**config.mk**
```make
export PLATFORM = sky130hd
export DESIGN_NAME = prio_resolver
export DESIGN_NICKNAME = d
export VERILOG_FILES = /design/src/rtl/prio_pkg.sv /design/src/rtl/prio_select.sv /design/src/rtl/prio_accept.sv /design/src/rtl/prio_resolver.sv
export SDC_FILE = /design/constraint.sdc
export NUM_CORES = 1
export LEC_CHECK = 0
export BUFFER_PORTS_ARGS = -buffer_cell sky130_fd_sc_hd__buf_2
export CELL_PAD_IN_SITES_DETAIL_PLACEMENT = 1
export CELL_PAD_IN_SITES_GLOBAL_PLACEMENT = 1
export CORE_MARGIN = 2
export CORE_UTILIZATION = 32
export DETAILED_ROUTE_END_ITERATION = 7
export PLACE_DENSITY_LB_ADDON = 0.1
export SYNTH_ARGS = -nofsm -noshare
export SYNTH_HDL_FRONTEND = slang
export SYNTH_SLANG_ARGS = --single-unit
```
**constraint.sdc**
```tcl
create_clock -name clk -period 15 [get_ports clk]
set_input_delay 3 -clock clk [delete_from_list [all_inputs] [get_ports clk]]
set_output_delay 3 -clock clk [all_outputs]
set_load 0.01 [all_outputs]
```
**src/rtl/prio_pkg.sv**
```systemverilog
package prio_pkg;

  // Byte select inside the accepted-group register
  typedef enum logic [0:0] {
    ACC_BYTE_GRP  = 1'b0,
    ACC_BYTE_ZERO = 1'b1
  } acc_byte_e;

endpackage

```
**src/rtl/prio_select.sv**
```systemverilog
module prio_select #(
  parameter int NUM_GRP = 31,
  parameter int FIRST_G = 2,
  parameter int LAST_G  = 30,
  parameter int SUB_W   = 4,
  parameter int LVL_W   = 3,
  localparam int GRP_W  = $clog2(NUM_GRP)
) (
  input  logic [NUM_GRP*SUB_W-1:0] req_i,
  input  logic [NUM_GRP*SUB_W-1:0] en_i,
  input  logic [NUM_GRP*LVL_W-1:0] lvl_i,
  output logic [NUM_GRP-1:0]       cand_o,
  output logic [GRP_W-1:0]         sel_grp_o,
  output logic [LVL_W-1:0]         sel_lvl_o
);

  localparam logic [LVL_W-1:0] IDLE_LVL = '1;

  logic [NUM_GRP-1:0] unused_grp;

  // Candidate detection per group; groups outside the window are tied off
  for (genvar g = 0; g < NUM_GRP; g++) begin : g_cand
    if (g >= FIRST_G && g <= LAST_G) begin : g_in
      assign cand_o[g]     = |(req_i[g*SUB_W +: SUB_W] & en_i[g*SUB_W +: SUB_W]);
      assign unused_grp[g] = 1'b0;
    end else begin : g_out
      assign cand_o[g]     = 1'b0;
      assign unused_grp[g] = ^{req_i[g*SUB_W +: SUB_W], en_i[g*SUB_W +: SUB_W],
                               lvl_i[g*LVL_W +: LVL_W]};
    end
  end

  // Linear scan; strict compare keeps the lowest group on a tie
  always_comb begin
    sel_lvl_o = IDLE_LVL;
    sel_grp_o = '0;
    for (int g = FIRST_G; g <= LAST_G; g++) begin
      if (cand_o[g] && (lvl_i[g*LVL_W +: LVL_W] < sel_lvl_o)) begin
        sel_lvl_o = lvl_i[g*LVL_W +: LVL_W];
        sel_grp_o = GRP_W'(g);
      end
    end
  end

endmodule

```
**src/rtl/prio_accept.sv**
```systemverilog
module prio_accept
  import prio_pkg::*;
#(
  parameter int NUM_GRP = 31,
  parameter int LVL_W   = 3,
  parameter int DATA_W  = 8,
  localparam int GRP_W  = $clog2(NUM_GRP),
  localparam int PAD_N  = 1 << GRP_W
) (
  input  logic              clk,
  input  logic              rst,
  input  logic              ack_i,
  input  logic [LVL_W-1:0]  ack_lvl_i,
  input  logic [GRP_W-1:0]  cur_grp_i,
  input  logic [LVL_W-1:0]  cur_lvl_i,
  input  logic [NUM_GRP-1:0] cand_i,
  input  logic              rd_i,
  input  logic              rd_addr_i,
  input  logic              wr_i,
  input  logic [DATA_W-1:0] wdata_i,
  output logic [GRP_W-1:0]  acc_o,
  output logic              err_o,
  output logic [DATA_W-1:0] rdata_o
);

  logic [GRP_W-1:0]  acc_q;
  logic [PAD_N-1:0]  cand_pad;
  logic              acc_live;
  logic [DATA_W-1:0] rd_val;
  logic              unused_wr;

  assign unused_wr = ^{wr_i, wdata_i};
  assign cand_pad  = PAD_N'(cand_i);
  assign acc_live  = cand_pad[acc_q];

  always_comb begin
    rd_val = '0;
    if (acc_byte_e'(rd_addr_i) == ACC_BYTE_GRP && acc_live)
      rd_val = DATA_W'({acc_q, 2'b00});
  end

  always_ff @(posedge clk) begin
    if (rst) begin
      acc_q   <= '0;
      err_o   <= 1'b0;
      rdata_o <= '0;
    end else begin
      if (ack_i) acc_q <= cur_grp_i;
      err_o   <= ack_i && (ack_lvl_i != cur_lvl_i);
      rdata_o <= rd_i ? rd_val : '0;
    end
  end

  assign acc_o = acc_q;

  AST_ACK_CAPTURE: assert property (@(posedge clk) disable iff (rst)
    ack_i |=> (acc_q == $past(cur_grp_i)));
  AST_HOLD_NO_ACK: assert property (@(posedge clk) disable iff (rst)
    !ack_i |=> $stable(acc_q));
  AST_ERR_CAUSE: assert property (@(posedge clk) disable iff (rst)
    (ack_i && ack_lvl_i == cur_lvl_i) |=> !err_o);
  AST_BYTE1_ZERO: assert property (@(posedge clk) disable iff (rst)
    (rd_i && rd_addr_i) |=> (rdata_o == '0));
  AST_NO_READ_ZERO: assert property (@(posedge clk) disable iff (rst)
    !rd_i |=> (rdata_o == '0));

endmodule

```
**src/rtl/prio_resolver.sv**
```systemverilog
module prio_resolver #(
  parameter int NUM_GRP = 31,
  parameter int FIRST_G = 2,
  parameter int LAST_G  = 30,
  parameter int SUB_W   = 4,
  parameter int LVL_W   = 3,
  parameter int DATA_W  = 8,
  localparam int GRP_W  = $clog2(NUM_GRP)
) (
  input  logic                     clk,
  input  logic                     rst,
  input  logic [NUM_GRP*SUB_W-1:0] grp_req_i,
  input  logic [NUM_GRP*SUB_W-1:0] grp_en_i,
  input  logic [NUM_GRP*LVL_W-1:0] grp_lvl_i,
  output logic [LVL_W-1:0]         lvl_o,
  input  logic                     ack_i,
  input  logic [LVL_W-1:0]         ack_lvl_i,
  output logic                     ack_err_o,
  input  logic                     rd_i,
  input  logic                     rd_addr_i,
  output logic [DATA_W-1:0]        rdata_o,
  input  logic                     wr_i,
  input  logic [DATA_W-1:0]        wdata_i
);

  localparam logic [LVL_W-1:0] IDLE_LVL = '1;

  logic [NUM_GRP-1:0] cand;
  logic [GRP_W-1:0]   sel_grp;
  logic [LVL_W-1:0]   sel_lvl;
  logic [GRP_W-1:0]   grp_q;
  logic [LVL_W-1:0]   lvl_q;
  logic [GRP_W-1:0]   acc;

  prio_select #(
    .NUM_GRP(NUM_GRP), .FIRST_G(FIRST_G), .LAST_G(LAST_G),
    .SUB_W(SUB_W), .LVL_W(LVL_W)
  ) i_select (
    .req_i     (grp_req_i),
    .en_i      (grp_en_i),
    .lvl_i     (grp_lvl_i),
    .cand_o    (cand),
    .sel_grp_o (sel_grp),
    .sel_lvl_o (sel_lvl)
  );

  // One register stage on the selection
  always_ff @(posedge clk) begin
    if (rst) begin
      grp_q <= '0;
      lvl_q <= IDLE_LVL;
    end else begin
      grp_q <= sel_grp;
      lvl_q <= sel_lvl;
    end
  end

  assign lvl_o = lvl_q;

  prio_accept #(
    .NUM_GRP(NUM_GRP), .LVL_W(LVL_W), .DATA_W(DATA_W)
  ) i_accept (
    .clk       (clk),
    .rst       (rst),
    .ack_i     (ack_i),
    .ack_lvl_i (ack_lvl_i),
    .cur_grp_i (grp_q),
    .cur_lvl_i (lvl_q),
    .cand_i    (cand),
    .rd_i      (rd_i),
    .rd_addr_i (rd_addr_i),
    .wr_i      (wr_i),
    .wdata_i   (wdata_i),
    .acc_o     (acc),
    .err_o     (ack_err_o),
    .rdata_o   (rdata_o)
  );

  AST_IDLE_LEVEL: assert property (@(posedge clk) disable iff (rst)
    (cand == '0) |=> (lvl_o == IDLE_LVL));
  AST_WINNER_PENDING: assert property (@(posedge clk) disable iff (rst)
    (sel_lvl != IDLE_LVL) |-> cand[sel_grp]);
  AST_WINNER_WINDOW: assert property (@(posedge clk) disable iff (rst)
    (lvl_o != IDLE_LVL) |-> (grp_q >= GRP_W'(FIRST_G) && grp_q <= GRP_W'(LAST_G)));
  AST_ACC_WINDOW: assert property (@(posedge clk) disable iff (rst)
    (acc == '0) || (acc >= GRP_W'(FIRST_G) && acc <= GRP_W'(LAST_G)));
  AST_ERR_NEEDS_ACK: assert property (@(posedge clk) disable iff (rst)
    ack_err_o |-> $past(ack_i));

endmodule

```
==> impl_metrics.csv, run 1 <==
group,metric,value,unit
outcome,status,"finished clean",
floorplanning,io_pins,370,
timing,maxSlewHeadroom,23.6,%
synthesis,synth-edff-count,0,
critical_path,required,15130,ps
timing,finalSetupViolations,0,
floorplanning,rows,50,
cts,clkLatencyLatePin,250,ps
pwr,p_seq_share,15.0,%
routing,routed_wl,25.1,mm
placed_design,place.port_buffers,335,
cts,htree_levels,1,
flow_run,max_cap_violations,0,
pwr,pwr-share-comb,72.1,%
critical_path,cpPeakStageDelay,780,ps
floorplanning,initial_utilization,32.7,%
synthesis,synth_top_area_cell,"dfxtp_1",
routing,dr.pass1.iters,4,
routing,wl_per_cell,17.3,µm
synthesis,synth_top_area_share,6.22,%
critical_path,critical_path_peak_fanout,10,
cells_and_area,antenna_cells,0,
timing,drv_slew,0,
timing,holdWs,469,ps
pwr,ir_drop,42.6,µV
global_routing,grt_antenna_before_repair,0,
pwr,powerDensity,54.7,mW/mm²
cts,postCtsHoldBufs,0,
critical_path,worst-path-buf-inv,1,
pwr,p_switching,0.207,mW
global_routing,grt_usage,23.7,%
cts,cts_tree,"built",
synthesis,syn_inst,894,
routing,vias,8522,
routing,drtIter0Drc,325,
timing,tightestPinTransition,1150,ps
routing,viasPerCell,5.87,
cts,clockBufferDepth,2,
critical_path,crit_path_frequent_cell,"o31ai_2",
cts,cts_root_buf,"clkbuf_16",
cells_and_area,final_nets,1582,
routing,antenna_left,0,
floorplanning,dieArea,0.0202,mm²
timing,finalCriticalPeriod,12170,ps
timing,maxClockFrequency,82.2,MHz
pwr,intPower,0.236,mW
placed_design,place_congestion,0.873,
cts,cts-resized-gates,0,
timing,rsz0062_at_grt,"no",
pwr,clock_power_share,12.9,%
routing,route.detailed.drc,0,
global_routing,grt-ovfl-total,0,
cts,clock_sinks,19,
synthesis,yosys-top-cells-area,"dfxtp_1, nor2_1, nand2_1, a21oi_1, a22o_1",
cts,path_clk_slew,60,ps
floorplanning,fp.dieW,142,µm
timing,setup_tns,0,ps
critical_path,slowest_stage,"nor4_2",
placed_design,dpl.hpwl,21.9,mm
min_path,hold_path.class,"reg2reg",
pwr,leakagePower,3.62,nW
synthesis,yosysWarnings,0,
cells_and_area,drive_above_1_share,34.1,%
critical_path,crit_arrival,12300,ps
timing,fin_skew,8.29,ps
global_routing,grt_pass1_vias,8446,
cts,postCtsSetupRepairBufs,0,
synthesis,synth_common_cells,"nor2_1, nand2_1, a21oi_1",
floorplanning,core,0.0187,mm²
critical_path,criticalPathCategory,"in2reg",
synthesis,ys.flop_type,"dfxtp_1",
critical_path,worst_setup_path_start_kind,"input port",
critical_path,critical_path.endpoint_type,"flop",
global_routing,grt_pass1_wl,40.4,mm
timing,finalHoldViolations,0,
synthesis,synth_cell_types,104,
synthesis,syn-cell-area,0.00612,mm²
cells_and_area,area_delta_synth_final,32.6,%
synthesis,synth_seq_cells,19,
global_routing,grt_max_degree,16,
floorplanning,die_y,142,µm
synthesis,ys_seq_area_share,6.22,%
timing,finalCritPeriodShare,81.1,%
synthesis,syn_area_per_cell,6.84,µm²
synthesis,ys_async_sr_fraction,0,%
pwr,swShare,46.8,%
cts,cts_buffers,3,
critical_path,critPathTopFamily,"compound AO/OA/AOI/OAI gates",
synthesis,yosysMostFrequentCell,"nor2_1",
power by group through the flow:
stage               sequential (mW)  combinational (mW)  clock (mW)
global route                 0.0674               0.356      0.0606
CTS                          0.0663               0.320      0.0577
detailed placement           0.0674               0.318           0
finish                       0.0663               0.320      0.0572
floorplan                    0.0628               0.209           0
global placement             0.0673               0.313           0
placed cells by master (no fill, tap or decap), types with 6 or more instances in the layout:
cell type  instances
o21ai_1            8
nor3_1            28
mux4_2             6
nand3_1           17
nor2b_1           12
nor2_1            98
and3_1             8
a31oi_1           17
o211a_1            6
or3_1             12
dfxtp_1           19
maj3_1            14
mux2i_1           10
o211ai_1          11
a211oi_1          10
a21o_1            21
o31ai_1           12
inv_1             33
o31a_1             6
a211o_1            9
buf_2            335
a21boi_0           6
nand2_1           83
o21a_1            10
a221oi_1          19
a22oi_1           16
nand2b_1          22
and2_1            24
or2_2             22
nor4_1             8
o21ai_0           50
a22o_1            32
o21bai_1          15
nand4_1            7
a21oi_1           62
cells by family (layout without fill, tap and decap cells):
group	after synthesis	count (layout)	synth area share (%)
AO/OA/AOI/OAI	410	410	51.3
XOR/XNOR	3	3	0.430
adder cells (fa/ha/maj)	18	18	3.11
buffers and inverters	51	374	3.33
flip-flops	19	19	6.22
multiplexers	20	20	4.58
other	1	3	0.0613
AND/OR/NAND/NOR	372	372	31.0
registers in the layout, indices dropped and copies added (netlist names):
signal            flops
i_accept.acc_o        5
i_accept.err_o        1
grp_q                 5
i_accept.rdata_o      5
lvl_o                 3
worst paths after layout:
| path | from | slack, ps | cells past startpoint | end |
|---|---|---|---|---|
| worst max-delay path | grp_req_i[14] | 2830 | 31 | lvl_o[1] |
| worst min register to register | grp_q[4] | 470 | 2 | i_accept.acc_o[4] |
| worst max register to register | i_accept.acc_o[0] | 12300 | 5 | i_accept.rdata_o[3] |
| worst min-delay path | grp_q[4] | 470 | 2 | i_accept.acc_o[4] |
metal layers:
metal / share of wire [%] / track usage, % / routed length (µm) / vias up
li1: - / - / - / 4198
met1: 45 / 31.2 / 11300 / 4059
met2: 49 / 43.8 / 12400 / 249
met3: 5.2 / 1.82 / 1300 / 16
met4: 0.74 / 2.00 / 187 / 0
met5: 0 / 0 / 0 / -
cell type report:
type	count	area (µm²)
clock buffers	3	75.1
clock inverters	1	7.51
fillers	2566	10600
inverters	33	124
multi-input cells	826	5540
flip-flops and latches	19	380
well taps	234	293
repair buffers	337	1690
worst reg2reg max path, cell delays in order, from the launching register on:
cell and delay [ps]:
dfxtp_1 880, mux4_2 660, mux4_2 500, mux2i_1 190, and3_1 260, and2_1 150
through the flow:
stage	setup slack, ps	power, mW	area [µm²]	std cells	utilization, %
after floorplan	4770	0.272	6120	896	-
after global placement	2900	0.380	8030	1449	42.9
after detailed placement	2770	0.386	8030	1449	42.9
after CTS	2990	0.444	8110	1453	43.4
after global routing	1920	0.484	8110	1453	43.4
final	2830	0.443	8110	1453	43.4
Note: power is estimated with default switching activity, not from simulation.
==> run 2, diff against run 1 <==
Settings changed: ABC_AREA set to 1, CORE_UTILIZATION 32 to 24.
Clock period 15 ns to 12.65 ns, I/O delays scaled along.
==> impl_metrics.csv, run 2 <==
group,metric,value,unit
critical_path,worst_setup_path_start_kind,"input port",
critical_path,criticalPathCategory,"in2reg",
timing,tightestPinTransition,791,ps
routing,vias,7726,
timing,fin_skew,1.33,ps
global_routing,grt_max_degree,15,
cells_and_area,drive_above_1_share,53.8,%
critical_path,critPathTopFamily,"simple AND/OR/NAND/NOR gates",
critical_path,crit_path_frequent_cell,"nand2_2",
routing,m1WireLength,9.32,mm
routing,antenna_left,0,
synthesis,ys_seq_area_share,8.15,%
placed_design,dpl.hpwl,19.4,mm
floorplanning,fp.dieW,143,µm
cts,cts_buffers,3,
synthesis,syn_inst,919,
min_path,hold_path.class,"reg2reg",
routing,routed_wl,23.0,mm
synthesis,synth_common_cells,"nand2_1, nand3_1, inv_1",
cells_and_area,multiInputGateArea,0.00444,mm²
cts,postCtsHoldBufs,0,
cts,clockBufferDepth,2,
cells_and_area,antenna_cells,0,
cts,path_clk_slew,50,ps
floorplanning,die_y,143,µm
synthesis,synth_seq_cells,19,
timing,finalCritPeriodShare,136,%
cts,clkLatencyLatePin,250,ps
synthesis,yosysMostFrequentCell,"nand2_1",
synthesis,synth_top_area_share,24.9,%
timing,maxClockFrequency,58.2,MHz
synthesis,synth_top_area_cell,"nand2_1",
synthesis,ys_async_sr_fraction,0,%
timing,rsz0062_at_grt,"yes",
routing,dr.pass1.iters,4,
critical_path,worst-path-buf-inv,6,
pwr,total_power,1.14,mW
synthesis,syn-cell-area,0.00467,mm²
cells_and_area,area_delta_synth_final,90.0,%
floorplanning,dieArea,0.0206,mm²
floorplanning,core,0.0193,mm²
timing,finalSetupViolations,8,
pwr,ir_drop,52.2,µV
pwr,leakagePower,5.22,nW
routing,met2WireLength,12.4,mm
flow_run,max_cap_violations,0,
placed_design,place.port_buffers,335,
synthesis,synth_cell_types,38,
cells_and_area,mostFrequentLayoutCells,"buf_2, nand2_1, buf_4, inv_1, nand3_1",
critical_path,crit_arrival,17360,ps
global_routing,grt-ovfl-total,0,
routing,highest_layer,"met4",
floorplanning,initial_utilization,24.2,%
synthesis,synth-edff-count,0,
floorplanning,rows,51,
global_routing,grt_antenna_before_repair,0,
routing,wl_met3,1.12,mm
synthesis,yosys-top-cells-area,"nand2_1, nand3_1, inv_1, dfxtp_1, nand2_2",
cts,cts_tree,"built",
floorplanning,io_pins,370,
cells_and_area,final_nets,1800,
pwr,powerDensity,129,mW/mm²
outcome,violations,"negative setup slack",
cells_and_area,register_area,380,µm²
cells_and_area,fillers,2741,
synthesis,yosysWarnings,0,
cts,cts_root_buf,"clkbuf_16",
critical_path,critical_path_peak_fanout,5,
routing,wl_per_cell,13.5,µm
global_routing,grt_pass1_vias,7759,
critical_path,slowest_stage,"a211oi_4",
timing,finalHoldViolations,0,
critical_path,critical_path.endpoint_type,"flop",
placed_design,pre_cts_slack,-4280,ps
global_routing,grt_pass1_wl,34.1,mm
global_routing,grt_usage,20.0,%
timing,maxSlewHeadroom,47.3,%
critical_path,cpPeakStageDelay,340,ps
timing,finalCriticalPeriod,17170,ps
outcome,status,"finished, violations left",
routing,drtIter0Drc,128,
timing,layout_setup_ws,-4520,ps
cells_and_area,final_common_cell,"buf_2",
critical_path,required,12840,ps
routing,viasPerCell,4.54,
timing,drv_slew,0,
cts,htree_levels,1,
synthesis,ys.flop_type,"dfxtp_1",
synthesis,syn_area_per_cell,5.08,µm²
cts,clock_sinks,19,
routing,route.detailed.drc,0,
placed_design,place_congestion,0.819,
[run 2: metrics by stage]
step / hold slack (ps) / utilization (%) / cell area [µm²] / TNS [ps] / cells
detailed placement: 489 / 40.8 / 7870 / -33930 / 1659
floorplan: 451 / - / 4810 / -19290 / 921
CTS: 501 / 41.8 / 8050 / -31200 / 1670
global placement: 480 / 40.8 / 7870 / -31090 / 1659
finish: 499 / 46.0 / 8870 / -35700 / 1702
global route: 528 / 46.0 / 8870 / -50180 / 1702
[run 2: kinds of logic after synthesis]
logic type / share of synthesized area (%)
buf+inv: 12.5
other cells: 0.0803
flops: 8.15
compound gates: 11.7
simple gates: 66.0
xor+xnor: 0.563
fa+ha+maj: 1.07
[run 2: path summary, 6_finish.rpt]
kind	depth (start not counted)	slack [ps]	end	startpoint
setup / recovery	170	-4520	lvl_o[1]	grp_req_i[8]
hold / removal	2	500	i_accept.rdata_o[6]	i_accept.acc_o[4]
setup reg to reg	8	10180	i_accept.rdata_o[6]	i_accept.acc_o[0]
hold reg to reg	2	500	i_accept.rdata_o[6]	i_accept.acc_o[4]
[run 2: what timing repair did]
action | in CTS | in global routing
pin swaps | 11 | 72
resized for setup | 14 | 154
buffers inserted | 7 | 32
setup endpoints to repair | 8 | 8
[run 2: tightest hold or removal path: stages, from the launching register on]
cell,delay (ps)
dfxtp_1,310
inv_1,90
nor2_1,60
[run 2: where the power goes]
part | switching (mW) | internal, mW | total [mW]
combinational | 0.517 | 0.480 | 0.997
clock | 0.0215 | 0.0428 | 0.0643
sequential | 0.00870 | 0.0721 | 0.0808
total | 0.547 | 0.595 | 1.14
[run 2: metal layers]
metal / up-vias / GRT usage (%)
met2: 197 / 40.4
met5: - / 0
met3: 14 / 1.97
met1: 3516 / 23.5
li1: 3999 / -
met4: 0 / 1.14
[run 2: layout make-up]
cell class              instances  area share (%)
inverters                     147            6.22
well taps                     265            3.74
repair buffers                517            34.8
clock buffers                   4           0.889
flip-flops and latches         19            4.29
multi-input cells             750            50.0
==> run 3, diff against run 2 <==
Settings changed: SKIP_LAST_GASP set to 1.
==> impl_metrics.csv, run 3 (synthesis results as in run 2) <==
group,metric,value,unit
timing,rsz0062_at_grt,"yes",
global_routing,grt_pass1_wl,34.1,mm
timing,maxSlewHeadroom,47.2,%
cells_and_area,final_common_cell,"buf_2",
critical_path,criticalPathCategory,"in2reg",
cts,htree_levels,1,
floorplanning,rows,51,
cells_and_area,stdcell_area,0.00887,mm²
pwr,ir_drop,51.9,µV
placed_design,place.port_buffers,335,
timing,finalHoldViolations,0,
cts,path_clk_slew,50,ps
floorplanning,core,0.0193,mm²
cts,cts_tree,"built",
floorplanning,dieArea,0.0206,mm²
pwr,powerDensity,129,mW/mm²
critical_path,cpPeakStageDelay,340,ps
timing,finalSetupViolations,8,
floorplanning,io_pins,370,
routing,drtIter0Drc,132,
critical_path,worst_setup_path_start_kind,"input port",
critical_path,slowest_stage,"a211oi_4",
timing,drv_slew,0,
global_routing,grt_max_degree,15,
critical_path,crit_arrival,17360,ps
critical_path,critical_path_peak_fanout,5,
cells_and_area,drive_above_1_share,53.8,%
critical_path,crit_path_frequent_cell,"nand2_2",
cells_and_area,mostFrequentLayoutCells,"buf_2, nand2_1, buf_4, inv_1, nand3_1",
cells_and_area,final_nets,1800,
cells_and_area,antenna_cells,0,
floorplanning,initial_utilization,24.2,%
routing,routed_wl,23.0,mm
routing,dr.pass1.iters,4,
global_routing,grt_pass1_vias,7759,
global_routing,grt_antenna_before_repair,0,
floorplanning,die_y,143,µm
cts,clock_sinks,19,
routing,viasPerCell,4.54,
global_routing,grt_usage,20.0,%
timing,maxClockFrequency,58.2,MHz
routing,vias,7728,
critical_path,r2r_setup_slack,10180,ps
critical_path,critical_path.endpoint_type,"flop",
cts,postCtsHoldBufs,0,
timing,fin_skew,1.25,ps
routing,route.detailed.drc,0,
flow_run,max_cap_violations,0,
cts,clkLatencyLatePin,250,ps
timing,finalCriticalPeriod,17170,ps
floorplanning,fp.dieW,143,µm
placed_design,dpl.hpwl,19.4,mm
placed_design,place_area,0.00787,mm²
cells_and_area,area_delta_synth_final,90.0,%
global_routing,grt-ovfl-total,0,
outcome,violations,"negative setup slack",
outcome,status,"finished, violations left",
min_path,hold_path.class,"reg2reg",
pwr,leakagePower,5.22,nW
cts,clockBufferDepth,2,
timing,tightestPinTransition,792,ps
routing,wl_per_cell,13.5,µm
placed_design,pre_cts_slack,-4280,ps
cts,cts_buffers,3,
routing,antenna_left,0,
cts,cts_root_buf,"clkbuf_16",
placed_design,place_congestion,0.819,
pwr,total_power,1.14,mW
cells_and_area,final_core_util,46.0,%
critical_path,required,12840,ps
timing,finalCritPeriodShare,136,%
timing,layout_setup_ws,-4520,ps
timing,setup_tns,-35710,ps
run 3: routing by layer:
| layer | wire [µm] | share of wire (%) | global-route usage, % |
|---|---|---|---|
| met5 | 0 | 0 | 0 |
| met4 | 182 | 0.79 | 1.14 |
| met3 | 1120 | 4.9 | 1.97 |
| met2 | 12400 | 54 | 40.4 |
| met1 | 9330 | 41 | 23.5 |
run 3: power breakdown:
group / total (mW) / internal (mW) / switching [mW] / leakage [nW]
combinational: 0.996 / 0.480 / 0.516 / 5.02
sequential: 0.0808 / 0.0721 / 0.00870 / 0.157
clock: 0.0649 / 0.0428 / 0.0221 / 0.0382
run 3: through the flow:
| stage | hold WS, ps | std cells |
|---|---|---|
| 2_1_floorplan | 451 | 921 |
| 3_3_place_gp | 480 | 1659 |
| 3_5_place_dp | 489 | 1659 |
| 4_1_cts | 501 | 1670 |
| 5_1_grt | 528 | 1702 |
| 6_report | 499 | 1702 |
run 3: timing repair:
action,in CTS,in global routing
endpoints found under the setup margin,8,8
resized for setup,14,154
pin swaps,11,70
cloned,0,0
setup buffers,7,32
run 3: path summary, 6_finish.rpt:
check | start | end | cells past startpoint
worst max-delay path | grp_req_i[8] | lvl_o[0] | 170
worst min-delay path | i_accept.acc_o[4] | i_accept.rdata_o[6] | 2
worst max register to register | i_accept.acc_o[0] | i_accept.rdata_o[6] | 8
worst min register to register | i_accept.acc_o[4] | i_accept.rdata_o[6] | 2
run 3: worst max-delay path, delay by kind of cell:
kind            cells  cell delay [ps]
simple gates      157            12600
buf+inv             6              600
fa+ha+maj           2              540
compound gates      5             1020
run 3: final cells by class:
type,count,area [µm²]
inverter,147,552
clock buffer,4,78.8
fill,2741,10400
sequential,19,380
timing repair buffer,517,3090
tap,265,332
multi-input combinational,750,4440
